`src/rtl/sclgen_pkg.sv`:
```
package sclgen_pkg;
  localparam int SUBPH_N = 8;

  typedef enum logic [1:0] {
    OP_BIT   = 2'd0,
    OP_START = 2'd1,
    OP_STOP  = 2'd2,
    OP_BIT2  = 2'd3
  } sg_op_e;

  typedef enum logic [2:0] {
    PH_IDLE = 3'd0,  // SCL high, bus free
    PH_PARK = 3'd1,  // SCL low, waiting for next command
    PH_LOW  = 3'd2,  // low half of a slot
    PH_HIGH = 3'd3,  // high half of a bit slot
    PH_SSU  = 3'd4,  // START setup, SCL high
    PH_SHD  = 3'd5,  // START hold, SCL high
    PH_PSU  = 3'd6   // STOP setup, SCL high
  } sg_phase_e;
endpackage

```
`src/rtl/sg_subtick.sv`:
```
module sg_subtick #(
  parameter int DIV_W = 16,
  parameter int SUB_N = 8,
  parameter int REP_W = 2,
  localparam int SUB_W = $clog2(SUB_N)
) (
  input  logic             clk,
  input  logic             rst_n,
  input  logic             restart,
  input  logic [DIV_W-1:0] lim,
  input  logic [REP_W-1:0] rep_lim,
  output logic [DIV_W-1:0] cnt,
  output logic [SUB_W-1:0] sub,
  output logic             tick_end,
  output logic             phase_end,
  output logic             first
);
  logic [REP_W-1:0] rep;
  logic             sub_last;

  assign tick_end  = (cnt == lim);
  assign sub_last  = (sub == SUB_W'(SUB_N - 1));
  assign phase_end = tick_end && sub_last && (rep == rep_lim);
  assign first     = (cnt == '0) && (sub == '0) && (rep == '0);

  always_ff @(posedge clk or negedge rst_n) begin
    if (!rst_n) begin
      cnt <= '0;
      sub <= '0;
      rep <= '0;
    end else if (restart) begin
      cnt <= '0;
      sub <= '0;
      rep <= '0;
    end else if (tick_end) begin
      cnt <= '0;
      if (sub_last) begin
        sub <= '0;
        rep <= (rep == rep_lim) ? '0 : rep + 1'b1;
      end else begin
        sub <= sub + 1'b1;
      end
    end else begin
      cnt <= cnt + 1'b1;
    end
  end
endmodule

```
`src/rtl/sg_phase_ctl.sv`:
```
module sg_phase_ctl
  import sclgen_pkg::*;
#(
  parameter int DIV_W  = 16,
  parameter int TUNE_W = 2
) (
  input  logic               clk,
  input  logic               rst_n,
  input  logic               cmd_valid,
  input  logic [1:0]         cmd_op,
  input  logic [2*DIV_W-1:0] div_cfg,
  input  logic [TUNE_W-1:0]  tune_sda,
  input  logic [TUNE_W-1:0]  tune_sta,
  input  logic [TUNE_W-1:0]  tune_sto,
  input  logic               phase_end,
  output sg_phase_e          phase,
  output logic               cmd_ready,
  output logic               restart,
  output logic [DIV_W-1:0]   lim,
  output logic [TUNE_W-1:0]  rep_lim,
  output logic [TUNE_W-1:0]  sda_sel,
  output logic               rise_q
);
  sg_phase_e        entry_ph, after_ph;
  sg_op_e           op_in, op_q;
  logic [DIV_W-1:0] divl_q, divh_q;
  logic [TUNE_W-1:0] sta_q, sto_q;
  logic             busy, accept, advance;

  assign op_in     = sg_op_e'(cmd_op);
  assign busy      = !(phase == PH_IDLE || phase == PH_PARK);
  assign cmd_ready = !busy;
  assign accept    = cmd_valid && !busy;
  assign advance   = busy && phase_end;
  assign restart   = accept || advance;

  always_comb begin
    case (op_in)
      OP_START: entry_ph = (phase == PH_IDLE) ? PH_SSU : PH_LOW;
      OP_STOP:  entry_ph = (phase == PH_IDLE) ? PH_IDLE : PH_LOW;
      default:  entry_ph = PH_LOW;
    endcase
  end

  always_comb begin
    case (phase)
      PH_LOW:  after_ph = (op_q == OP_START) ? PH_SSU :
                          (op_q == OP_STOP)  ? PH_PSU : PH_HIGH;
      PH_HIGH: after_ph = PH_PARK;
      PH_SSU:  after_ph = PH_SHD;
      PH_SHD:  after_ph = PH_PARK;
      PH_PSU:  after_ph = PH_IDLE;
      default: after_ph = phase;
    endcase
  end

  always_comb begin
    lim = (phase == PH_LOW) ? divl_q : divh_q;
    case (phase)
      PH_SSU, PH_SHD: rep_lim = sta_q;
      PH_PSU:         rep_lim = sto_q;
      default:        rep_lim = '0;
    endcase
  end

  always_ff @(posedge clk or negedge rst_n) begin
    if (!rst_n) begin
      phase   <= PH_IDLE;
      op_q    <= OP_BIT;
      divl_q  <= '0;
      divh_q  <= '0;
      sda_sel <= '0;
      sta_q   <= '0;
      sto_q   <= '0;
      rise_q  <= 1'b0;
    end else begin
      rise_q <= (phase == PH_LOW) && phase_end;
      if (accept) begin
        phase   <= entry_ph;
        op_q    <= op_in;
        divl_q  <= div_cfg[DIV_W-1:0];
        divh_q  <= div_cfg[2*DIV_W-1:DIV_W];
        sda_sel <= tune_sda;
        sta_q   <= tune_sta;
        sto_q   <= tune_sto;
      end else if (advance) begin
        phase <= after_ph;
      end
    end
  end
endmodule

```
`src/rtl/sg_strobe_dec.sv`:
```
module sg_strobe_dec
  import sclgen_pkg::*;
#(
  parameter int DIV_W  = 16,
  parameter int SUB_N  = 8,
  parameter int TUNE_W = 2,
  localparam int SUB_W = $clog2(SUB_N)
) (
  input  sg_phase_e         phase,
  input  logic [DIV_W-1:0]  cnt,
  input  logic [SUB_W-1:0]  sub,
  input  logic              tick_end,
  input  logic              first,
  input  logic              phase_end,
  input  logic [TUNE_W-1:0] sda_sel,
  output logic              sda_upd_stb,
  output logic              sda_smp_stb,
  output logic              start_stb,
  output logic              stop_stb
);
  assign sda_upd_stb = (phase == PH_LOW) && (sub == SUB_W'(sda_sel)) && tick_end;
  assign sda_smp_stb = (phase == PH_HIGH) && (sub == SUB_W'(SUB_N / 2)) && (cnt == '0);
  assign start_stb   = (phase == PH_SHD) && first;
  assign stop_stb    = (phase == PH_PSU) && phase_end;
endmodule

```
`src/rtl/scl_phase_gen.sv`:
```
module scl_phase_gen
  import sclgen_pkg::*;
#(
  parameter int DIV_W  = 16,
  parameter int TUNE_W = 2,
  parameter int SUB_N  = SUBPH_N,
  localparam int SUB_W = $clog2(SUB_N)
) (
  input  logic               clk,
  input  logic               rst_n,
  input  logic               cmd_valid,
  output logic               cmd_ready,
  input  logic [1:0]         cmd_op,
  input  logic [2*DIV_W-1:0] div_cfg,
  input  logic [TUNE_W-1:0]  tune_sda,
  input  logic [TUNE_W-1:0]  tune_sta,
  input  logic [TUNE_W-1:0]  tune_sto,
  output logic               scl_o,
  output logic               sda_upd_stb,
  output logic               scl_rise_stb,
  output logic               sda_smp_stb,
  output logic               start_stb,
  output logic               stop_stb
);
  sg_phase_e         phase;
  logic              restart, tick_end, phase_end, first, rise_q;
  logic [DIV_W-1:0]  lim, cnt;
  logic [TUNE_W-1:0] rep_lim, sda_sel;
  logic [SUB_W-1:0]  sub;

  sg_phase_ctl #(.DIV_W(DIV_W), .TUNE_W(TUNE_W)) u_ctl (
    .clk(clk), .rst_n(rst_n), .cmd_valid(cmd_valid), .cmd_op(cmd_op),
    .div_cfg(div_cfg), .tune_sda(tune_sda), .tune_sta(tune_sta),
    .tune_sto(tune_sto), .phase_end(phase_end), .phase(phase),
    .cmd_ready(cmd_ready), .restart(restart), .lim(lim),
    .rep_lim(rep_lim), .sda_sel(sda_sel), .rise_q(rise_q)
  );

  sg_subtick #(.DIV_W(DIV_W), .SUB_N(SUB_N), .REP_W(TUNE_W)) u_tick (
    .clk(clk), .rst_n(rst_n), .restart(restart), .lim(lim),
    .rep_lim(rep_lim), .cnt(cnt), .sub(sub), .tick_end(tick_end),
    .phase_end(phase_end), .first(first)
  );

  sg_strobe_dec #(.DIV_W(DIV_W), .SUB_N(SUB_N), .TUNE_W(TUNE_W)) u_dec (
    .phase(phase), .cnt(cnt), .sub(sub), .tick_end(tick_end),
    .first(first), .phase_end(phase_end), .sda_sel(sda_sel),
    .sda_upd_stb(sda_upd_stb), .sda_smp_stb(sda_smp_stb),
    .start_stb(start_stb), .stop_stb(stop_stb)
  );

  assign scl_o        = !(phase == PH_LOW || phase == PH_PARK);
  assign scl_rise_stb = rise_q;
endmodule

```
`config.mk`:
```
export PLATFORM = sky130hd
export DESIGN_NAME = scl_phase_gen
export DESIGN_NICKNAME = d
export VERILOG_FILES = /design/src/rtl/sclgen_pkg.sv /design/src/rtl/sg_subtick.sv /design/src/rtl/sg_phase_ctl.sv /design/src/rtl/sg_strobe_dec.sv /design/src/rtl/scl_phase_gen.sv
export SDC_FILE = /design/constraint.sdc
export NUM_CORES = 1
export LEC_CHECK = 0
export BUFFER_PORTS_ARGS = -buffer_cell sky130_fd_sc_hd__buf_2
export CORE_MARGIN = 5
export CORE_UTILIZATION = 50
export DETAILED_ROUTE_END_ITERATION = 10
export PLACE_DENSITY_LB_ADDON = 0.3
export SYNTH_ARGS = -nofsm -noshare
export SYNTH_HDL_FRONTEND = slang
export SYNTH_HIERARCHICAL = 1
export SYNTH_SLANG_ARGS = --single-unit
export TNS_END_PERCENT = 10
```
`constraint.sdc`:
```
create_clock -name clk -period 4.3 [get_ports clk]
set_input_delay 0 -clock clk [delete_from_list [all_inputs] [get_ports clk]]
set_output_delay 0 -clock clk [all_outputs]
set_load 0.05 [all_outputs]
```
* After elaboration in Yosys (flattened, before gate mapping)
Cells that the tools add are included.
** Word-level totals
- Output and inout bits :: 7
- Bits of input ports :: 43
- Word-level logic and storage cells :: 78
- Bits in registers :: 65
** Cells by class
- Add/sub/neg operators :: 3
- Muxes and demuxes :: 19
- Equal/unequal tests :: 15
- Reductions and logical operators :: 30
** Operators by type and width (number)
- $mux W16 :: 3
- $mux W3 :: 8
- $add A16 B1 Y16 const B :: 1
- $eq A16 B16 Y1 :: 1
- $logic_not A16 Y1 :: 1
- $eq A3 B3 Y1 const B :: 5
- $logic_and A1 B1 Y1 :: 13
- $pmux W3 S4 :: 1
- $mux W2 :: 5
- $eq A3 B2 Y1 const B :: 2
- $logic_not A3 Y1 :: 2
- $pmux W3 S2 :: 1
- $reduce_bool A2 Y1 :: 3
- $reduce_bool A5 Y1 :: 1
- $eq A2 B1 Y1 const B :: 2
- $eq A2 B2 Y1 const B :: 2
- $pmux W2 S2 :: 1
- $reduce_and A2 Y1 :: 2
- $reduce_or A2 Y1 :: 2
- $add A3 B1 Y3 const B :: 1
- $eq A3 B1 Y1 const B :: 1
- $eq A3 B2 Y1 :: 1
- $logic_or A1 B1 Y1 :: 3
- $add A2 B1 Y2 const B :: 1
- other kinds (3) :: 4

* Depth between registers and ports, before layout
- Depth in word-level cells :: 9
- Mapped depth :: 16
- Gate-level depth less buffers :: 12

* Hierarchy
The synthesis kept the hierarchy.
** Modules (own cells, without submodules)
- sg_phase_ctl :: cells an instance 235, area each 2087.0 um^2, instances 1, seq. area each 1101.1 um^2
- sg_subtick :: cells an instance 137, area each 1338.8 um^2, instances 1, seq. area each 525.5 um^2
- sg_strobe_dec :: cells an instance 16, area each 122.6 um^2, instances 1, seq. area each 0.0 um^2
- scl_phase_gen :: cells an instance 2, area each 15.0 um^2, instances 1, seq. area each 0.0 um^2

* Least setup slack after synthesis
No wires, ideal clock.
- Path type :: reg-to-reg
- Start :: reg u_ctl.phase[1]
- End :: reg u_tick.cnt[7]
- Required time :: 4.181 ns
- Stages on the path, launching flop included :: 17
- Buffers on the path :: 5
- Library setup time :: 0.119 ns
- Path slack :: 0.814 ns
- Data arrival time :: 3.367 ns
- Period minus slack after synthesis :: 3.486 ns
- Path through :: dfrtp_1 -> buf_6 -> inv_6 -> nor3_4 -> buf_6 -> mux2_2 -> xnor2_1 -> nand4_1 -> nor4_4 -> and3_2 -> inv_1 -> o21ai_0 -> buf_1 -> or2_1 -> buf_6 -> buf_12 -> nor2_1
** Between the ends
- Word-level cells in the longest chain between the ends :: 8
- Elaborated cells between the ends (all ways) :: 20
- Classes of those cells :: 7 x eq/ne; 4 x mux; 9 x reduce/logical
** RTL lines
- start, declared :: line sg_phase_ctl.sv:16 : output sg_phase_e phase,
- start signal, assigned :: line sg_phase_ctl.sv:79 : phase <= entry_ph;
- start signal, assigned :: line sg_phase_ctl.sv:87 : phase <= after_ph;
- $eq A3 B2 Y1 :: line sg_phase_ctl.sv:58 : lim = (phase == PH_LOW) ? divl_q : divh_q;
- $mux W16 :: line sg_phase_ctl.sv:58
- net lim[10] :: line scl_phase_gen.sv:27 : logic [DIV_W-1:0] lim, cnt;
- $eq A16 B16 Y1 :: line sg_subtick.sv:21 : assign tick_end = (cnt == lim);
- net tick_end :: line scl_phase_gen.sv:26 : logic restart, tick_end, phase_end, first, rise_q;
- $logic_and A1 B1 Y1 (2 in series) :: line sg_subtick.sv:23 : assign phase_end = tick_end && sub_last && (rep == rep_lim);
- net phase_end :: line scl_phase_gen.sv:26
- $logic_and A1 B1 Y1 :: line sg_phase_ctl.sv:34 : assign advance = busy && phase_end;
- $logic_or A1 B1 Y1 :: line sg_phase_ctl.sv:35 : assign restart = accept || advance;
- net restart :: line scl_phase_gen.sv:26
- $mux W16 :: line sg_subtick.sv:31 : end else if (restart) begin
- end signal, assigned :: line sg_subtick.sv:44 : cnt <= cnt + 1'b1;
- end, declared :: line sg_subtick.sv:12 : output logic [DIV_W-1:0] cnt,
The timed path passes the listed nets, and every way through them passes these cells.
A chain may end at the register's enable or synchronous reset.

* Final worst setup path
- Start :: reg u_ctl.phase[1]
- End :: reg u_tick.cnt[12]
Same word-level chain as after synthesis.

==> summary.txt <==
Status
  – Status: completed

Synth
  – Syn_nets: between 400 and 500
  – Register bit total from synthesis: 65
  – Top cells by count, synth: nand2_1 (132), dfrtp_1 (65), nor2_1 (26), xnor2_1 (20), mux2_2 (16)
  – Syn Inst Count: slightly below 400
  – Synth area leaders: dfrtp_1 (46%), nand2_1 (14%), mux2_2 (5.1%)
  – Synth cell types: 48
  – Yosys warning total: 6
  – Count leader, synth: nand2_1
  – Synth Flop Type: dfrtp_1
  – Yosys top cell by area: dfrtp_1
  – Mapped Avg Cell Area: 9.14 um^2
  – Register area share after synthesis: a little under half
  – Post-synth EDFFs: 0
  – Mapped cell area: 3560 um^2
  – Synth top area share: a little under half
  – Ys async rst share: between 90% and 100%

Clocking
  – Worst-Skew Late Latency: roughly 0.35 ns
  – Post-CTS Resized: 0
  – CTS tree: yes
  – Clk root buf: clkbuf_8
  – Clock slew at reported path FFs: around 0.070 ns
  – CTS H-tree lvls: 3
  – CTS Buf Count: 9
  – Max clock buf depth: 2
  – Clock sink total: 65

Die
  – I/O pins: 50
  – Vert. Die Dim: 94.4 um
  – Die ar.: a little under 9000 um^2
  – Die Span X: about 94 um
  – Initial Utilization: 51.9%
  – Row cnt: 30
  – Core box area: 6870 um^2

Global routing
  – Total gr overflow: 0
  – Vias in the first global route: between 2000 and 3000
  – First-pass GRT wire length: around 14000 um
  – Initial antenna violation count: 0
  – GR Util All Layers: 20.7%
  – Largest net degree at the start of global routing: between 60 and 70

Drt
  – # DRC: 0
  – Iter 0 DRT Violations: around 220
  – Post-DR vias/cell: roughly 5.0
  – Total detailed-routing wirelength: ~8300 um
  – Wirelength per Cell: approximately 14 um
  – Routed Antenna Nets: 0
  – Detailed Routing Iterations Pass 1: 4
  – Via count: 2908

Min path
  – Hold Crit Class: primary input to flop

Timing
  – Final Cycle Share: roughly 84%
  – Sum Neg Setup Slack: 0 ns
  – Final setup vio count: 0
  – Setup Skew: around 0.0077 ns
  – Hold Violations, Final: 0
  – Slew headroom: 46.2%
  – Unrepaired setup endpoints after global routing: no
  – FMAX: 276 MHz
  – Final-report max-slew violation count: 0
  – Setup ws final: around 0.68 ns
  – Post-route minimum period: between 3 and 4 ns
  – Slew @ Worst Pin: slightly above 0.8 ns

Place
  – HPWL after DPL: ~5500 um
  – Placed insts: about 520
  – Port-buffer cells: 49
  – GPL Wtd Cong: 0.837
  – Dpl ws: 0.723 ns

Setup path
  – Data required time of the critical path: between 4 and 5 ns
  – Crit path DAT: 3.82 ns
  – Crit Path Category: flop to flop
  – Worst setup SP type: flop
  – Worst-path maximum fanout: 16
  – Crit. End Element: flop

Layout
  – Synthesis-to-finish area growth: 24.6%
  – # nets final: about 530
  – Non-filler cells, final: 579
  – Share of layout cells above drive strength 1: between 20% and 30%
  – Post-layout util: around 65%
  – Antenna cells: 0

Power
  – Leak: approximately 2.2 nW
  – Pwr/cell area: about 530 nW/um^2
  – Worst ir drop on vdd: about 310 uV

Job
  – Max-cap viol count: 0
==> routing by layer <==
| layer | part of all wire (%) | GRT usage [%] | up-vias |
|---|---|---|---|
| li1 | - | - | 1449 |
| met1 | 47 | 27.4 | 1386 |
| met2 | 48 | 33.2 | 63 |
| met3 | 4.3 | 5.50 | 10 |
| met4 | 1.3 | 6.38 | 0 |
| met5 | 0 | 0 | - |
==> stage by stage <==
| stage | hold slack (ns) | area [um^2] | power, W |
|---|---|---|---|
| 3_3_place_gp | 0.189 | 3850 | 0.00180 |
| 5_1_grt | 0.0427 | 4440 | 0.00250 |
| 3_5_place_dp | 0.192 | 3850 | 0.00183 |
| 2_1_floorplan | -0.296 | 3560 | 0.00165 |
| 4_1_cts | 0.0289 | 4440 | 0.00234 |
| 6_report | 0.0436 | 4440 | 0.00233 |
==> final timing paths <==
check	depth (start not counted)	endpoint	start	slack, ns
max in group asynchronous	3	u_tick/cnt[2]	rst_n	3.40
worst min-delay path	3	u_ctl/phase[0]	cmd_valid	0.04
worst max register to register	13	u_tick/cnt[12]	u_ctl/phase[1]	0.68
min in group asynchronous	3	u_ctl/sda_sel[0]	rst_n	0.35
worst max-delay path	13	u_tick/cnt[12]	u_ctl/phase[1]	0.68
worst min register to register	2	u_ctl/divh_q[13]	u_ctl/divh_q[13]	0.48
==> critical path: stages (launching register included) <==
cell,delay (ns)
dfrtp_1,0.70
inv_6,0.08
nor3_4,0.16
buf_4,0.25
mux2_2,0.37
xnor2_1,0.13
nand4_1,0.16
nor4_4,0.32
and3_2,0.28
inv_1,0.06
o21ai_0,0.15
buf_4,0.17
or2_1,0.50
nor2_1,0.11
==> placed cells by master, fill, tap and decap left out, drive strengths merged, types with 3 or more instances in the layout <==
master / count
xnor2: 21
mux2: 16
dfrtp: 65
clkbuf: 13
nand4: 8
ha: 9
and3: 3
and4: 3
a22oi: 4
nor4: 8
dlygate4sd3: 41
nand2: 132
nand2b: 3
nor2: 29
nor3: 6
buf: 55
inv: 14
o21ai: 6
nand3: 7
xor2: 15
mux2i: 4
==> registers in the layout (all words and copies together) (netlist names) <==
signal	flops
u_tick/rep	2
u_ctl/sda_sel	2
u_ctl/sto_q	2
u_ctl/rise_q	1
u_ctl/op_q	2
u_ctl/divl_q	16
u_tick/cnt	16
u_ctl/phase	3
u_ctl/sta_q	2
u_ctl/divh_q	16
u_tick/sub	3
==> timing repair <==
action / 4_1_cts / 5_1_grt
hold endpoints to repair: 105 / 0
buffers inserted: 0 / 0
hold buffers: 41 / 0
==> layout make-up <==
class                           count  area (um^2)
Multi-Input combinational cell    293         1750
Clock inverter                      2         12.5
Sequential cell                    65         1630
Tap cell                           96          120
Clock buffer                       13          169
Timing Repair Buffer               96          701
Inverter                           14         57.6
Fill cell                         561         2430
==> where the power goes <==
part / internal, W / total [W] / switching (W)
logic: 0.000384 / 0.000783 / 0.000399
clock network: 0.000253 / 0.000478 / 0.000225
registers: 0.000832 / 0.00107 / 0.000240
total: 0.00147 / 0.00233 / 0.000865
==> cells by family (layout without fill, tap and decap cells) <==
group,count (synthesis),in the layout,share of synthesized area [%]
AOI/OAI and AO/OA,18,18,3.48
buffers and inverters,32,125,5.13
DFF,65,65,45.6
xor gates and xnor gates,36,36,9.06
and+or+nand+nor,210,210,27.4
adders and majority gates,9,9,3.16
muxes,20,20,6.18
No activity file was read; power rests on OpenSTA's default activity.
